## config.mk

```make
export PLATFORM = sky130hd
export DESIGN_NAME = bcd_timekeeper
export DESIGN_NICKNAME = d
export VERILOG_FILES = /design/src/rtl/tk_pkg.sv /design/src/rtl/tk_second_divider.sv /design/src/rtl/tk_calendar_step.sv /design/src/rtl/tk_user_buffer.sv /design/src/rtl/bcd_timekeeper.sv
export SDC_FILE = /design/constraint.sdc
export NUM_CORES = 1
export LEC_CHECK = 0
export ABC_AREA = 1
export BUFFER_PORTS_ARGS = -buffer_cell sky130_fd_sc_hd__buf_2
export CORE_MARGIN = 3
export CORE_UTILIZATION = 30
export CTS_BUF_LIST = sky130_fd_sc_hd__clkbuf_16
export DETAILED_ROUTE_END_ITERATION = 6
export GPL_TIMING_DRIVEN = 0
export PLACE_DENSITY = 0.48
export SYNTH_ARGS = -nofsm -noshare
export SYNTH_HDL_FRONTEND = slang
export SYNTH_SLANG_ARGS = --single-unit
```

## constraint.sdc

```tcl
create_clock -name clk -period 1.8 [get_ports clk]
set_input_delay 0 -clock clk [delete_from_list [all_inputs] [get_ports clk]]
set_output_delay 0 -clock clk [all_outputs]
set_load 0.005 [all_outputs]
```

## src/rtl/tk_pkg.sv

```systemverilog
// Package: shared types, register indices and BCD helpers for the timekeeper.
// Assumes register contents are legal packed BCD; illegal values give undefined carries.
package tk_pkg;

    localparam int unsigned NREG   = 7;
    localparam int unsigned ADDR_W = 3;

    localparam int unsigned IDX_SEC  = 0;
    localparam int unsigned IDX_MIN  = 1;
    localparam int unsigned IDX_HOUR = 2;
    localparam int unsigned IDX_DATE = 3;
    localparam int unsigned IDX_MON  = 4;
    localparam int unsigned IDX_DOW  = 5;
    localparam int unsigned IDX_YEAR = 6;

    typedef logic [NREG-1:0][7:0] regfile_t;

    // year, dow, month, date, hours, minutes, seconds (index 6 down to 0)
    localparam regfile_t RESET_VAL = {8'h00, 8'h01, 8'h01, 8'h01, 8'h00, 8'h00, 8'h00};

    // Add one to a two-digit packed BCD byte.
    function automatic logic [7:0] bcd_inc(input logic [7:0] v);
        if (v[3:0] == 4'h9)
            return {v[7:4] + 4'h1, 4'h0};
        else
            return {v[7:4], v[3:0] + 4'h1};
    endfunction

    // Last date of a month in BCD; leap test uses 10 == 2 (mod 4).
    function automatic logic [7:0] month_last(input logic [7:0] mon,
                                              input logic       yr_tens_odd,
                                              input logic [3:0] yr_ones);
        logic leap;
        if (yr_tens_odd)
            leap = (yr_ones == 4'h2) || (yr_ones == 4'h6);
        else
            leap = (yr_ones == 4'h0) || (yr_ones == 4'h4) || (yr_ones == 4'h8);
        case (mon)
            8'h02:                      return leap ? 8'h29 : 8'h28;
            8'h04, 8'h06, 8'h09, 8'h11: return 8'h30;
            default:                    return 8'h31;
        endcase
    endfunction

endpackage

```

## src/rtl/tk_second_divider.sv

```systemverilog
// Module: divides the 32.768 kHz enable down to a one-cycle tick per second.
// Assumes osc_en is a single-cycle pulse; halt freezes the count, restart zeroes it.
module tk_second_divider #(
    parameter int unsigned DIV_RATIO = 32768
) (
    input  logic clk,
    input  logic rst_n,
    input  logic osc_en,
    input  logic halt,
    input  logic restart,
    output logic sec_tick
);
    localparam int unsigned CNT_W = (DIV_RATIO > 1) ? $clog2(DIV_RATIO) : 1;
    localparam logic [CNT_W-1:0] LAST = CNT_W'(DIV_RATIO - 1);

    logic [CNT_W-1:0] cnt;

    // Count enable pulses while running; zero on restart.
    always_ff @(posedge clk) begin
        if (!rst_n)
            cnt <= '0;
        else if (restart)
            cnt <= '0;
        else if (osc_en && !halt)
            cnt <= (cnt == LAST) ? '0 : cnt + 1'b1;
    end

    // Emit the tick on the enable that completes a full second.
    assign sec_tick = osc_en && !halt && !restart && (cnt == LAST);

    // a halted divider keeps its phase
    a_r11_div_hold: assert property (@(posedge clk) disable iff (!rst_n)
        halt && !restart |=> $stable(cnt));

endmodule

```

## src/rtl/tk_calendar_step.sv

```systemverilog
// Module: combinational next-second value of the full time/date register set.
// Assumes legal BCD input; hours bit 7 selects 12-hour format, bit 5 then means PM.
module tk_calendar_step
    import tk_pkg::*;
(
    input  regfile_t cur,
    output regfile_t nxt
);
    logic [7:0] s_inc, m_inc, h12_inc, h24_inc, d_inc, mo_inc, y_inc, w_inc, last_day;
    logic       roll_min, roll_hr, roll_day;

    assign s_inc    = bcd_inc({1'b0, cur[IDX_SEC][6:0]});
    assign m_inc    = bcd_inc(cur[IDX_MIN]);
    assign h12_inc  = bcd_inc({3'b000, cur[IDX_HOUR][4:0]});
    assign h24_inc  = bcd_inc({1'b0, cur[IDX_HOUR][6:0]});
    assign d_inc    = bcd_inc(cur[IDX_DATE]);
    assign mo_inc   = bcd_inc(cur[IDX_MON]);
    assign y_inc    = bcd_inc(cur[IDX_YEAR]);
    assign w_inc    = bcd_inc(cur[IDX_DOW]);
    assign last_day = month_last(cur[IDX_MON], cur[IDX_YEAR][4], cur[IDX_YEAR][3:0]);

    // Ripple the one-second carry through seconds, minutes, hours and the calendar.
    always_comb begin
        nxt      = cur;
        roll_day = 1'b0;
        roll_min = (cur[IDX_SEC][6:0] == 7'h59);
        nxt[IDX_SEC] = roll_min ? {cur[IDX_SEC][7], 7'h00} : (s_inc | {cur[IDX_SEC][7], 7'h00});
        roll_hr  = roll_min && (cur[IDX_MIN] == 8'h59);
        if (roll_min)
            nxt[IDX_MIN] = (cur[IDX_MIN] == 8'h59) ? 8'h00 : m_inc;
        if (roll_hr) begin
            if (cur[IDX_HOUR][7]) begin
                if (cur[IDX_HOUR][4:0] == 5'h12) begin
                    nxt[IDX_HOUR] = {2'b10, cur[IDX_HOUR][5], 5'h01};
                end else if (cur[IDX_HOUR][4:0] == 5'h11) begin
                    nxt[IDX_HOUR] = {2'b10, ~cur[IDX_HOUR][5], 5'h12};
                    roll_day      = cur[IDX_HOUR][5];
                end else begin
                    nxt[IDX_HOUR] = {2'b10, cur[IDX_HOUR][5], 5'h00} | h12_inc;
                end
            end else begin
                if (cur[IDX_HOUR][6:0] == 7'h23) begin
                    nxt[IDX_HOUR] = 8'h00;
                    roll_day      = 1'b1;
                end else begin
                    nxt[IDX_HOUR] = h24_inc;
                end
            end
        end
        if (roll_day) begin
            nxt[IDX_DOW] = (cur[IDX_DOW] == 8'h07) ? 8'h01 : w_inc;
            if (cur[IDX_DATE] == last_day) begin
                nxt[IDX_DATE] = 8'h01;
                if (cur[IDX_MON] == 8'h12) begin
                    nxt[IDX_MON]  = 8'h01;
                    nxt[IDX_YEAR] = (cur[IDX_YEAR] == 8'h99) ? 8'h00 : y_inc;
                end else begin
                    nxt[IDX_MON] = mo_inc;
                end
            end else begin
                nxt[IDX_DATE] = d_inc;
            end
        end
    end

endmodule

```

## src/rtl/tk_user_buffer.sv

```systemverilog
// Module: user-side buffer set with per-register written flags.
// Assumes begin/finish are single-cycle pulses; begin wins over a same-cycle write.
module tk_user_buffer
    import tk_pkg::*;
(
    input  logic              clk,
    input  logic              rst_n,
    input  logic              xfer_begin,
    input  logic              xfer_finish,
    input  logic              wr_en,
    input  logic [ADDR_W-1:0] addr,
    input  logic [7:0]        wdata,
    input  regfile_t          live,
    output regfile_t          shadow,
    output logic [NREG-1:0]   dirty,
    output logic [7:0]        rdata
);
    logic active;
    logic addr_ok;

    assign addr_ok = (addr < ADDR_W'(NREG));

    // Snapshot on begin, capture writes while active, close on finish.
    always_ff @(posedge clk) begin
        if (!rst_n) begin
            shadow <= RESET_VAL;
            dirty  <= '0;
            active <= 1'b0;
        end else if (xfer_begin) begin
            shadow <= live;
            dirty  <= '0;
            active <= 1'b1;
        end else if (xfer_finish) begin
            dirty  <= '0;
            active <= 1'b0;
        end else if (active && wr_en && addr_ok) begin
            shadow[addr] <= wdata;
            dirty[addr]  <= 1'b1;
        end
    end

    // Serve reads from the buffer; unmapped index returns zero.
    assign rdata = addr_ok ? shadow[addr] : 8'h00;

    // no buffer change outside a transfer
    a_r9_idle_write: assert property (@(posedge clk) disable iff (!rst_n)
        !active && !xfer_begin |=> $stable(shadow));

endmodule

```

## src/rtl/bcd_timekeeper.sv

```systemverilog
// Module: top of the BCD clock-calendar; running registers, divider, step logic, buffers.
// Assumes osc_en, xfer_begin and xfer_finish are single-cycle pulses in the clk domain.
module bcd_timekeeper
    import tk_pkg::*;
#(
    parameter int unsigned DIV_RATIO = 32768
) (
    input  logic              clk,
    input  logic              rst_n,
    input  logic              osc_en,
    input  logic              xfer_begin,
    input  logic              xfer_finish,
    input  logic              buf_wr,
    input  logic [ADDR_W-1:0] buf_addr,
    input  logic [7:0]        buf_wdata,
    output logic [7:0]        buf_rdata
);
    regfile_t        live, adv, shadow;
    logic [NREG-1:0] dirty;
    logic            sec_tick, halt, commit_sec;

    assign halt       = live[IDX_SEC][7];
    assign commit_sec = xfer_finish && dirty[IDX_SEC];

    tk_second_divider #(.DIV_RATIO(DIV_RATIO)) u_div (
        .clk      (clk),
        .rst_n    (rst_n),
        .osc_en   (osc_en),
        .halt     (halt),
        .restart  (commit_sec),
        .sec_tick (sec_tick)
    );

    tk_calendar_step u_step (
        .cur (live),
        .nxt (adv)
    );

    tk_user_buffer u_buf (
        .clk         (clk),
        .rst_n       (rst_n),
        .xfer_begin  (xfer_begin),
        .xfer_finish (xfer_finish),
        .wr_en       (buf_wr),
        .addr        (buf_addr),
        .wdata       (buf_wdata),
        .live        (live),
        .shadow      (shadow),
        .dirty       (dirty),
        .rdata       (buf_rdata)
    );

    // Per register: committed buffer value wins, otherwise advance on the tick.
    always_ff @(posedge clk) begin
        if (!rst_n) begin
            live <= RESET_VAL;
        end else begin
            for (int i = 0; i < NREG; i++) begin
                if (xfer_finish && dirty[i])
                    live[i] <= shadow[i];
                else if (sec_tick)
                    live[i] <= adv[i];
            end
        end
    end

    // halted time does not move except by commit
    a_r11_halt_freeze: assert property (@(posedge clk) disable iff (!rst_n)
        halt && !(xfer_finish && (|dirty)) |=> $stable(live));

    // the buffers hold the running values seen at the begin pulse
    a_r7_snapshot: assert property (@(posedge clk) disable iff (!rst_n)
        xfer_begin |=> (shadow == $past(live)));

    // a seconds commit restarts the divider, no tick right after
    a_r10_restart_gap: assert property (@(posedge clk) disable iff (!rst_n)
        (DIV_RATIO > 1) && commit_sec |=> !sec_tick);

    // each written buffer lands in its running register at the finish pulse
    for (genvar g = 0; g < NREG; g++) begin : g_commit_chk
        a_r8_commit: assert property (@(posedge clk) disable iff (!rst_n)
            xfer_finish && dirty[g] |=> (live[g] == $past(shadow[g])));
    end

endmodule

```

==> results.cfg <==
[synth]
synth-edff-count = 0
syn_inst = 1108
synthTopCellsByCount = 165 x nand2_1, 158 x nor2_1, 135 x dfxtp_1, 133 x inv_1, 116 x a21oi_1
synth_area_per_cell_um2 = 6.96
ys.flop_type = dfxtp_1
synthAdderAreaFrac_pct = 3.41
synth_area_leaders = dfxtp_1 35%, nand2_1 8.0%, nor2_1 7.7%
synth-compound-area-share_pct = 23.5
yosys_warnings = 0
synth-simple-area-share_pct = 26.1
netlist_area_um2 = 7710
synth_cell_types = 53
synth.area.mux_share_pct = 0
yosysMostFrequentCell = nand2_1
yosysTopAreaCellShare_pct = 35.0
async_flop_share_pct = 0
synth_xor_area_share_pct = 2.38
synth_top_family_by_area = simple AND/OR/NAND/NOR gates
syn_nets = 1146
netlist.top_cell.by_area = dfxtp_1
ys_seq_area_share_pct = 35.0
synth_seq_cells = 135

[pwr]
ir_drop_v = 0.000522
p_leak_nw = 3.96
p_seq_share_pct = 43.0
comb_power_share_pct = 8.2
power.internal_mw = 5.40
p_switching_mw = 1.93
p_clk_share_pct = 48.8
swShare_pct = 26.4
power.density_nw_per_um2 = 747

[sta]
worst_slack_ps = -73.9
setup_viol = 24
fin_crit_sh_pct = 104
slew-limit-headroom_pct = 35.0
hold_viol_final = 0
max_freq_ghz = 0.534
fin_crit_ps = 1870
tightest_slew_ps = 974
rsz0062_at_grt = true
drv_slew = 0
fin_setup_tns_ps = -704
fin_skew_ps = 8.89

[flow_run]
cap_violations = 0

[worst_setup_path]
critPathBufInv = 4
crit_chain = inv_4, ha_4, inv_2, nor2_4, nand2_2, nand2_2, nand3_2, nor2_4, buf_6, nand3_4, nand2_4, buf_6, nand3_2, nand2_1, nor2_1
endpoint_kind = flip-flop
path_depth = 15
critPathMaxFanout = 5
critPathKind = flip-flop to flip-flop
r2r_end = live[37]
cp.arrival_ps = 2190
reg2reg_slack_ps = -70
endpoint = live[37]
critPathSlowestCell = dfxtp_4
r2r-start = live[37]
path_delay_family = simple AND/OR/NAND/NOR gates
crit_start = live[37]
crit_required_ps = 2120
slowest_delay_ps = 350
reg2reg_depth = 15
critical_path.startpoint_type = flip-flop

[floorplan]
row_count = 58
start_util_pct = 30.5
die_area_um2 = 27700
coreArea_um2 = 25300
die_w_um = 166
fp.dieH_um = 166
io_pins = 25

[global_routing]
grt_pass1_vias = 7481
overflow = 0
antenna_found_initial = 0
track_usage_pct = 19.9
grt_pass1_wl_um = 43500
grt_max_degree = 17

[placement]
hpwl_um = 20000
gp_congestion = 0.876
dpl_cell_area_um2 = 8250
io_buffers = 24

[cells_and_area]
area_growth_pct = 27.2
postLayoutCellArea_um2 = 9810
diodes = 0
drive_gt1_share_pct = 23.8
nNetsFinal = 1234

[routing]
drt-total-wl_um = 27800
drtPass1Iterations = 5
ant_nets = 0
drc_errors = 0
vias_per_cell = 5.12
drt_iter0_drc = 580
drt-wirelength-per-cell_um = 18.0
routed-via-count = 7879

[clock_network]
clockBufferDepth = 2
clk_latency_ps = 430
htreeDepth = 4
clockRootBuffer = clkbuf_16
cts_buffers = 17
path_clk_slew_ps = 60
clock_sinks = 135
cts_tree = done

[outcome]
violations = setup timing
status = finished, violations left

[hold_path]
hp-class = primary input to flip-flop
-- power by group through the flow --
stage	clock, mW	combinational [mW]	sequential (mW)
3_5_place_dp	0	0.574	3.23
4_1_cts	3.62	0.586	3.15
5_1_grt	3.74	0.662	3.16
2_1_floorplan	0	0.343	3.19
3_3_place_gp	0	0.574	3.23
6_report	3.58	0.604	3.15
-- worst reg2reg max path, cell delays in order, from the launching register on --
cell and delay, ps:
dfxtp_4 350, inv_4 60, ha_4 130, inv_2 40, nor2_4 190, nand2_2 80
nand2_2 60, nand3_2 80, nor2_4 140, buf_6 130, nand3_4 100, nand2_4 110
buf_6 130, nand3_2 50, nand2_1 60, nor2_1 50
-- worst min-delay path by stage --
| stage | start | endpoint | cells past startpoint |
|---|---|---|---|
| after global placement | osc_en | u_div.cnt[2] | 4 |
| after CTS | buf_addr[0] | u_buf.dirty[2] | 4 |
| final | buf_wr | u_buf.dirty[5] | 5 |
| after global routing | buf_addr[0] | u_buf.dirty[2] | 4 |
| after floorplan | buf_addr[0] | buf_rdata[6] | 3 |
| after detailed placement | osc_en | u_div.cnt[2] | 4 |
-- final cells by class --
cell class	count	area, um^2
plain buffers	37	183
clock buffers	17	425
clock inverters	15	163
fillers	2731	15400
inverters	147	586
multi-input cells	789	4770
flip-flops and latches	135	2770
well taps	330	413
repair buffers	69	508
-- cells by family after synthesis --
| group | count (synthesis) |
|---|---|
| adders and majority gates | 21 |
| buffers and inverters | 184 |
| DFF | 135 |
| and+or+nand+nor | 448 |
| AOI/OAI and AO/OA | 299 |
| xor gates and xnor gates | 21 |
-- state kept, by name, indices dropped and copies added (netlist names) --
signal,cells
u_buf.dirty,7
live,55
u_buf.shadow,56
u_buf.active,1
u_div.cnt,15
halt,1
-- repair_timing --
action,CTS,global route
endpoints found under the setup margin,59,87
endpoints found under the hold margin,2,0
pin swaps,39,48
hold buffers,1,0
gates cloned,2,0
setup buffers,27,16
gates resized for setup,111,94
-- per-stage QoR --
step	utilization (%)	worst slack (ps)	power [mW]	hold slack (ps)	std cells
after CTS	37.2	-104	7.36	66.5	1524
after floorplan	-	22.8	3.53	193	1108
after global placement	32.7	-452	3.80	391	1462
final	38.8	-73.9	7.33	60.0	1539
after global routing	38.8	-198	7.56	103	1539
after detailed placement	32.7	-467	3.80	405	1462
-- cells in the final DEF, fill, tap and decap left out, types with 24 or more instances in the layout --
master | Yosys | layout
inv_1 | 133 | 117
a21oi_1 | 116 | 103
inv_2 | 11 | 24
buf_2 | 9 | 32
dfxtp_1 | 135 | 103
nor2_1 | 158 | 144
buf_4 | 2 | 40
o21ai_0 | 56 | 43
nand2_1 | 165 | 141
nand3_1 | 57 | 50
a211oi_1 | 48 | 47
-- per-layer routing --
metal | share of wire, % | track usage [%]
met3 | 4.8 | 3.36
met2 | 46 | 31.8
met5 | 0 | 0
met4 | 2.6 | 6.24
met1 | 47 | 27.6
(Power assumes the default switching activity.)
